File: src/rtl/prot_tlb.sv
`timescale 1ns/1ps
module prot_tlb #(
  parameter int ENTRIES = 8,
  parameter int VPN_W   = 20,
  parameter int PPN_W   = 22
) (
  input  logic             clk,
  input  logic             rst_n,
  input  logic             paging_on,
  input  logic             lk_valid,
  input  logic [VPN_W-1:0] lk_vpn,
  input  logic [1:0]       lk_acc,
  input  logic [1:0]       lk_priv,
  input  logic [2:0]       direct_perm,
  input  logic             fill_valid,
  input  logic [VPN_W-1:0] fill_vpn,
  input  logic [PPN_W-1:0] fill_ppn,
  input  logic [2:0]       fill_perm,
  input  logic             fence_valid,
  input  logic             fence_rs1_zero,
  input  logic             fence_rs2_zero,
  input  logic [1:0]       fence_priv,
  output logic             res_valid,
  output logic             res_fault,
  output logic [PPN_W-1:0] res_ppn,
  output logic             walk_req,
  output logic [1:0]       walk_priv
);
  localparam int IDX_W = (ENTRIES > 1) ? $clog2(ENTRIES) : 1;
  localparam logic [IDX_W-1:0] LAST = IDX_W'(ENTRIES - 1);
  localparam logic [1:0] PRIV_S = 2'b01;
  localparam logic [1:0] PRIV_M = 2'b11;

  logic [ENTRIES-1:0] vld_q;
  logic [VPN_W-1:0]   vpn_q  [ENTRIES];
  logic [PPN_W-1:0]   ppn_q  [ENTRIES];
  logic [2:0]         perm_q [ENTRIES];
  logic [IDX_W-1:0]   ptr_q;

  logic [ENTRIES-1:0] lk_match, fl_match;
  logic [PPN_W-1:0]   hit_ppn;
  logic [2:0]         hit_perm;
  logic [IDX_W-1:0]   fl_idx, wr_idx;
  logic               flush, bypass, fill_ok, lk_found, fl_hit;

  function automatic logic perm_ok(input logic [2:0] p, input logic [1:0] acc);
    case (acc)
      2'd0:    return p[0];
      2'd1:    return p[1];
      2'd2:    return p[2];
      default: return 1'b0;
    endcase
  endfunction

  genvar g;
  generate
    for (g = 0; g < ENTRIES; g++) begin : g_cmp
      assign lk_match[g] = vld_q[g] && (vpn_q[g] == lk_vpn);
      assign fl_match[g] = vld_q[g] && (vpn_q[g] == fill_vpn);
    end
  endgenerate

  always_comb begin
    hit_ppn  = '0;
    hit_perm = '0;
    fl_idx   = '0;
    for (int i = 0; i < ENTRIES; i++) begin
      if (lk_match[i]) begin
        hit_ppn  = hit_ppn | ppn_q[i];
        hit_perm = hit_perm | perm_q[i];
      end
      if (fl_match[i]) fl_idx = IDX_W'(i);
    end
  end

  assign flush    = fence_valid && fence_rs1_zero && fence_rs2_zero && (fence_priv == PRIV_M);
  assign bypass   = !paging_on || (lk_priv == PRIV_M);
  assign fill_ok  = fill_valid && !flush;
  assign lk_found = (|lk_match) && !flush;
  assign fl_hit   = |fl_match;
  assign wr_idx   = fl_hit ? fl_idx : ptr_q;

  assign res_valid = lk_valid && (bypass || lk_found);
  assign res_fault = res_valid && !perm_ok(bypass ? direct_perm : hit_perm, lk_acc);
  assign res_ppn   = !res_valid ? '0 : (bypass ? PPN_W'(lk_vpn) : hit_ppn);
  assign walk_req  = lk_valid && !bypass && !lk_found;
  assign walk_priv = PRIV_S;

  always_ff @(posedge clk) begin
    if (!rst_n) begin
      vld_q <= '0;
      ptr_q <= '0;
    end else if (flush) begin
      vld_q <= '0;
    end else if (fill_ok) begin
      vld_q[wr_idx] <= 1'b1;
      if (!fl_hit) ptr_q <= (ptr_q == LAST) ? '0 : ptr_q + 1'b1;
    end
  end

  always_ff @(posedge clk) begin
    if (fill_ok) begin
      vpn_q[wr_idx]  <= fill_vpn;
      ppn_q[wr_idx]  <= fill_ppn;
      perm_q[wr_idx] <= fill_perm;
    end
  end

  AST_FLUSH_CLEARS: assert property (@(posedge clk) disable iff (!rst_n)
    flush |=> (vld_q == '0));
  AST_FLUSH_MISS: assert property (@(posedge clk) disable iff (!rst_n)
    (flush && lk_valid && !bypass) |-> (!res_valid && walk_req));
  AST_FILL_DROPPED: assert property (@(posedge clk) disable iff (!rst_n)
    (flush && fill_valid) |=> (vld_q == '0));
  AST_WEAK_FENCE_KEEPS: assert property (@(posedge clk) disable iff (!rst_n)
    (fence_valid && !flush && !fill_valid) |=> (vld_q == $past(vld_q)));
  AST_BYPASS_NO_WALK: assert property (@(posedge clk) disable iff (!rst_n)
    (lk_valid && bypass) |-> (res_valid && !walk_req));
  AST_SINGLE_MATCH: assert property (@(posedge clk) disable iff (!rst_n)
    $onehot0(lk_match));
  AST_FILL_NO_SHRINK: assert property (@(posedge clk) disable iff (!rst_n)
    fill_ok |=> ($countones(vld_q) >= $countones($past(vld_q))));
endmodule

File: config.mk
export PLATFORM = sky130hd
export DESIGN_NAME = prot_tlb
export DESIGN_NICKNAME = d
export VERILOG_FILES = /design/src/rtl/prot_tlb.sv
export SDC_FILE = /design/constraint.sdc
export NUM_CORES = 1
export LEC_CHECK = 0
export BUFFER_PORTS_ARGS = -buffer_cell sky130_fd_sc_hd__buf_2
export CAP_MARGIN = 5
export CORE_MARGIN = 5
export CORE_UTILIZATION = 55
export DETAILED_ROUTE_END_ITERATION = 16
export MAX_ROUTING_LAYER = met4
export PLACE_DENSITY_LB_ADDON = 0.2
export SYNTH_ARGS = -nofsm -noshare
export SYNTH_HDL_FRONTEND = slang
export SYNTH_SLANG_ARGS = --single-unit
File: constraint.sdc
create_clock -name clk -period 4.44 [get_ports clk]
set_clock_uncertainty 0.2 [all_clocks]
set_input_delay 0.666 -clock clk [delete_from_list [all_inputs] [get_ports clk]]
set_output_delay 0.666 -clock clk [all_outputs]
set_load 0.02 [all_outputs]
---- Word-level counts from Yosys, hierarchy flattened ----
Memories as Yosys holds them, arrays and structs flattened.
Index checks and enable logic that the tools add are counted.
operators by class
  bitwise operators ....................... 18
  mux-type cells .......................... 33
  reductions and logical operators ........ 38
  $lt $le $gt $ge ......................... 2
  add/sub/neg operators ................... 1
  equality and inequality tests ........... 21
operators by type and width
  operator             count
  $eq 20x20->1         16
  $mux 22              10
  $or 22x22->22        7
  $mux 3               17
  $logic_and 1x1->1    26
  $or 3x3->3           7
  $reduce_or 8->1      2
  $or 8x8->8           1
  $eq 2x2->1 const B   3
  $logic_not 1->1      5
  $lt 3x4->1 const B   1
  $mux 1               4
  $add 3x1->3 const B  1
  $demux 1 s3          1
  $eq 3x3->1 const B   1
  $ge 3x1->1 const B   1
  $not 1->1            3
  $pmux 1 s3           1
  $reduce_and 3->1     1
  $eq 2x1->1 const B   1
  $logic_not 2->1      1
  $logic_or 1x1->1     2
  $reduce_or 2->1      1
storage, ports and cells
  register bits ........................... 11
  memories ................................ 3
  RAM bits ................................ 360
  logic and storage cells ................. 118
  output and inout bits ................... 27
  bits of input ports ..................... 82
memory list
  memory  depth  bits a word  read ports  clocked after memory_dff  wr ports  RTL line  source
  ppn_q   8      22           8           0                         1         36        logic [PPN_W-1:0] ppn_q [ENTRIES];
  vpn_q   8      20           8           0                         1         35        logic [VPN_W-1:0] vpn_q [ENTRIES];
  perm_q  8      3            8           0                         1         37        logic [2:0] perm_q [ENTRIES];

---- Depth between registers and ports, before layout ----
An unclocked memory read counts as a cell.
  depth after elaboration ................. 22
  mapped depth ............................ 10
  mapped depth without buffers ............ 8

---- Least setup slack after synthesis ----
Ideal clock, no wire load.
  path type ............................... in2reg
  start ................................... in fill_vpn[2]
  end ..................................... mem perm_q[2][0] (enable)
  arrival time ............................ 4.215 ns
  setup time .............................. 0.448 ns
  required time ........................... 3.792 ns
  stages .................................. 9
  setup slack ............................. -0.423 ns
  buffers on the path ..................... 1
  cells stage by stage .................... buf_6 xnor2_1 nand4_1 nor4_1 nand4_1 and2_4 o211ai_4 or4b_4 nor2_1
between the ends
  word-level cells in the longest chain between the ends .. 10
  elaborated cells between the ends (all ways) .. 25
  classes of those cells .................. 8 x eq/ne; 8 x mux; 9 x reduce/logical
RTL lines
  element              RTL line  source
  start: declaration   16        input logic [VPN_W-1:0] fill_vpn,
  $eq 20x20->1         59        assign fl_match[g] = vld_q[g] && (vpn_q[g] == fill_vpn);
  $logic_and 1x1->1    59
  $mux 1               72        if (fl_match[i]) fl_idx = IDX_W'(i);
  $mux 3 (6 in a row)  72
  $mux 3 *             81        assign wr_idx = fl_hit ? fl_idx : ptr_q;
  end: declaration     37
Mark *: on every way between the ends. The rest lies on a longest branch, timed or not.

---- Worst setup path in the final report ----
  start ................................... in lk_vpn[13]
  end ..................................... out res_fault
between the ends
  word-level cells in the longest chain between the ends .. 21
  elaborated cells between the ends (all ways) .. 39
  classes of those cells .................. 8 x eq/ne; 10 x mux; 7 x bitwise; 14 x reduce/logical
RTL lines
  element              RTL line  source
  start: declaration   11        input logic [VPN_W-1:0] lk_vpn,
  $eq 20x20->1         58        assign lk_match[g] = vld_q[g] && (vpn_q[g] == lk_vpn);
  $logic_and 1x1->1    58
  $mux 3               68        if (lk_match[i]) begin
  $or 3x3->3           70        hit_perm = hit_perm | perm_q[i];
  $mux 3               68
  $or 3x3->3           70
  $mux 3               68
  $or 3x3->3           70
  (+5 left out)        n/a
  $or 3x3->3           70
  $mux 3               68
  $or 3x3->3           70
  $mux 3               68
  $mux 3               84        assign res_fault = res_valid && !perm_ok(bypass ? direct_perm : hit_perm, lk_acc);
  $pmux 1 s3           47        case (acc)
  $logic_not 1->1      84
  $logic_and 1x1->1 *  84
  end: declaration     24        output logic res_fault,
Marked as above.

==> impl_results.md <==
* Total chip power at 7808 uW
* Depth of the CTS H-tree at 2
* Share of layout cells above drive strength 1 at between 20% and 30%
* Area delta synth->final at 17.18%
* Flop pwr share at just over 50%
* Fillers at 2276
* Clock power share at about two fifths
* Area occupied by multi-input gates at ~5500 um^2
* Worst reg2reg startpoint: vpn_q[4][1]
* Startpoint types: input port
* Avg Cell Area, Syn at 14.97 um^2
* DR pass1 iterations at 6
* Clock buffer count from CTS at 39
* Slew Limit Fails at 0
* Setup CP Type: input port to output port
* Post-synthesis cell area at between 15000 and 20000 um^2
* Via Count at ~11000
* Via density at roughly 6.2
* Core ar. at roughly 30000 um^2
* Fin area at roughly 20000 um^2
* Relative slew slack at between 30% and 40%
* Largest net degree at the start of global routing at 34
* Hold Crit Endpoint: ppn_q[0][14]
* GRT overflow at 0
* Internal at ~6100 uW
* Area fraction in compound gates after synthesis at 5.858%
* P per Cell Area at 395.4 nW/um^2
* Fin Setup TNS at 0 ns
* DRT iter0 DRCs at roughly 1200
* Switch share at about 22%
* Register area share after synthesis at between 60% and 70%
* Most common cell after layout, fill and taps aside: edfxtp_1
* Endpoints failing setup at 0
* Clk buf depth at 3
* Placer congestion estimate at 0.9724
* Clock slew at reported path FFs at ~0.06 ns
* First-pass GRT wire length at between 60000 and 70000 um
* Net count reported at finish at between 1000 and 1500
* Adder-cell area share of the yosys netlist at 0.1485%
* Synth area leader: edfxtp_1
* Initial antenna violation count at 1
* Status: finished clean
* DRT antenna net count at 0
* Setup crit end kind: output port
* Hold Path Stages at 1
* CTS tree: yes
* #FFs+latches synth at about 370
* Top-Level Pins at ~110
* Cells after Synth at between 1000 and 1500
* Register-to-Register Path Depth at 10
* Synth area leaders: edfxtp_1, xnor2_1, xor2_1
* IO Port Bufs at roughly 110
* Synth Area in Simple Gates at between 8 and 9%
* Sink Count at about 370
* Clock Latency Late Sink at about 0.53 ns
* Remaining DRCs at 0
* Syn_nets at 1210
* Asr flop ratio synth at 0%
* Ys Warns at 0
* Main combinational cell family by area after synthesis: XOR/XNOR gates
* Crit path DAT at approximately 3.5 ns
* Starting Density at between 50 and 60%
* Beginning of the worst hold path: fill_ppn[14]
* Dpl ws at -0.0006510 ns
* Die Wd at ~190 um
* Post-synthesis mux area share at 0.2376%
* Hold WC Path Type: input port to flip-flop
* EDFF count, synth at 360
* Setup ws final at 0.09161 ns
* Slew @ Worst Pin at between 1 and 1.5 ns
* Chip height at 185.0 um
* Row count at 64
* Via count of the first global-routing pass at between 10000 and 15000
* Fmax at 230.0 MHz
* Final HPWL DP at 32230 um
* Total GRT Usage at roughly 28%
* Worst R2R Setup Slack at ~0.7 ns
* LEAKAGE at between 0.006 and 0.007 uW
* Reg area at 11030 um^2
* Commonest non-fill, non-tap cells in the layout: edfxtp_1, xnor2_1, xor2_1, buf_2, nand4_1
* Post-synthesis xor/xnor area fraction at about 17%
* Dpl cell area at 18430 um^2
* CTS Hold Bufs at 0
* Most frequently used flop master after synthesis: edfxtp_1
* Root buf cell: clkbuf_16
* Comb power frac at roughly 8%
* Final period util at about 100%
* Peak supply drop at roughly 440 uV
* Crit Path Max Fanout at 11
* Final hold violations at 0
* Crit Reg-Reg Endpoint: ppn_q[2][14]
* Switching power at roughly 1800 uW
* Post-synth top area share at approximately 64%
* Cell variety after synth at 50
* Drt wl/cell at 27.91 um
* Min Tclk post-route at around 4.3 ns
* Max-Cap Viols at 0
* Critical Path RT at between 3 and 4 ns
* Die area at ~34000 um^2
* Total Wirelength at 47920 um
Yosys cell counts, types with 4 or more instances:
library cell,instances
a21oi_1,4
a221oi_1,24
a22o_1,24
a22oi_1,47
and2_1,4
and3_1,4
buf_2,25
buf_4,9
buf_6,17
clkbuf_1,16
dfxtp_1,11
edfxtp_1,360
mux2i_1,4
nand2_1,24
nand3_1,14
nand4_1,69
nor2_1,29
nor2b_1,5
nor3_1,9
nor3_2,7
nor3b_2,19
nor4_1,41
o31ai_1,6
xnor2_1,174
xor2_1,145
cells by family after synthesis:
logic type               count (synthesis)
buffers and inverters                   70
multiplexers                             4
AND/OR/NAND/NOR                        235
other                                    2
AO/OA/AOI/OAI                          122
XOR/XNOR                               320
flip-flops                             371
adder cells (fa/ha/maj)                  2
how the worst max path moves through the flow:
| stage | startpoint | to | cells past startpoint |
|---|---|---|---|
| CTS | lk_vpn[6] | res_ppn[14] | 13 |
| detailed placement | lk_vpn[7] | res_ppn[14] | 12 |
| global route | lk_vpn[6] | res_fault | 13 |
| global placement | lk_vpn[13] | res_ppn[3] | 12 |
| finish | lk_vpn[13] | res_fault | 12 |
| floorplan | fill_vpn[2] | perm_q[2][0] | 9 |
state kept, by name, indices dropped and copies added (netlist names):
register  cells
ptr_q         3
ppn_q       176
perm_q       24
vpn_q       160
vld_q         8
area by class of cell:
type	instances	area share (%)
flip-flops and latches	371	55.86
clock inverters	19	1.039
repair buffers	194	7.451
well taps	396	2.509
diodes	1	0.01267
multi-input cells	685	27.81
inverters	2	0.03802
clock buffers	49	5.284
power groups by stage:
stage	Combinational [uW]	Clock, uW	Sequential [uW]
floorplan	345	0	4030
global placement	609	0	4030
detailed placement	612	0	4040
CTS	616	3260	3960
global route	657	3400	3970
finish	622	3220	3960
what timing repair did:
action / in CTS / in global routing
pin swaps: 0 / 2
endpoints found under the setup margin: 11 / 16
setup buffers: 0 / 6
gates resized for setup: 1 / 3
worst max-delay path, stage by stage:
cell and delay [ns]:
buf_2 0.35, xor2_1 0.14, nor4_2 0.51, nand4_1 0.23
nor3_4 0.31, nor4_1 0.07, a21boi_1 0.19, buf_4 0.17
o21ai_4 0.15, buf_4 0.19, a311oi_1 0.25, buf_2 0.23
layer usage:
metal | track usage [%] | vias to the layer above | wire [um]
met2 | 44.74 | 576 | 23110
li1 | - | 4616 | -
met1 | 37.71 | 5307 | 18620
met4 | 10.92 | 0 | 2080
met3 | 4.419 | 122 | 4109
met5 | - | - | 0
metrics by stage:
step / util (%) / std cells / hold slack, ns
2_1_floorplan: - / 1126 / 0.2389
6_report: 64.90 / 1717 / 0.1938
3_3_place_gp: 60.58 / 1642 / 0.2859
5_1_grt: 64.90 / 1717 / 0.1957
3_5_place_dp: 60.58 / 1642 / 0.2987
4_1_cts: 64.70 / 1710 / 0.1845
Power figures use the tool's default switching activity.
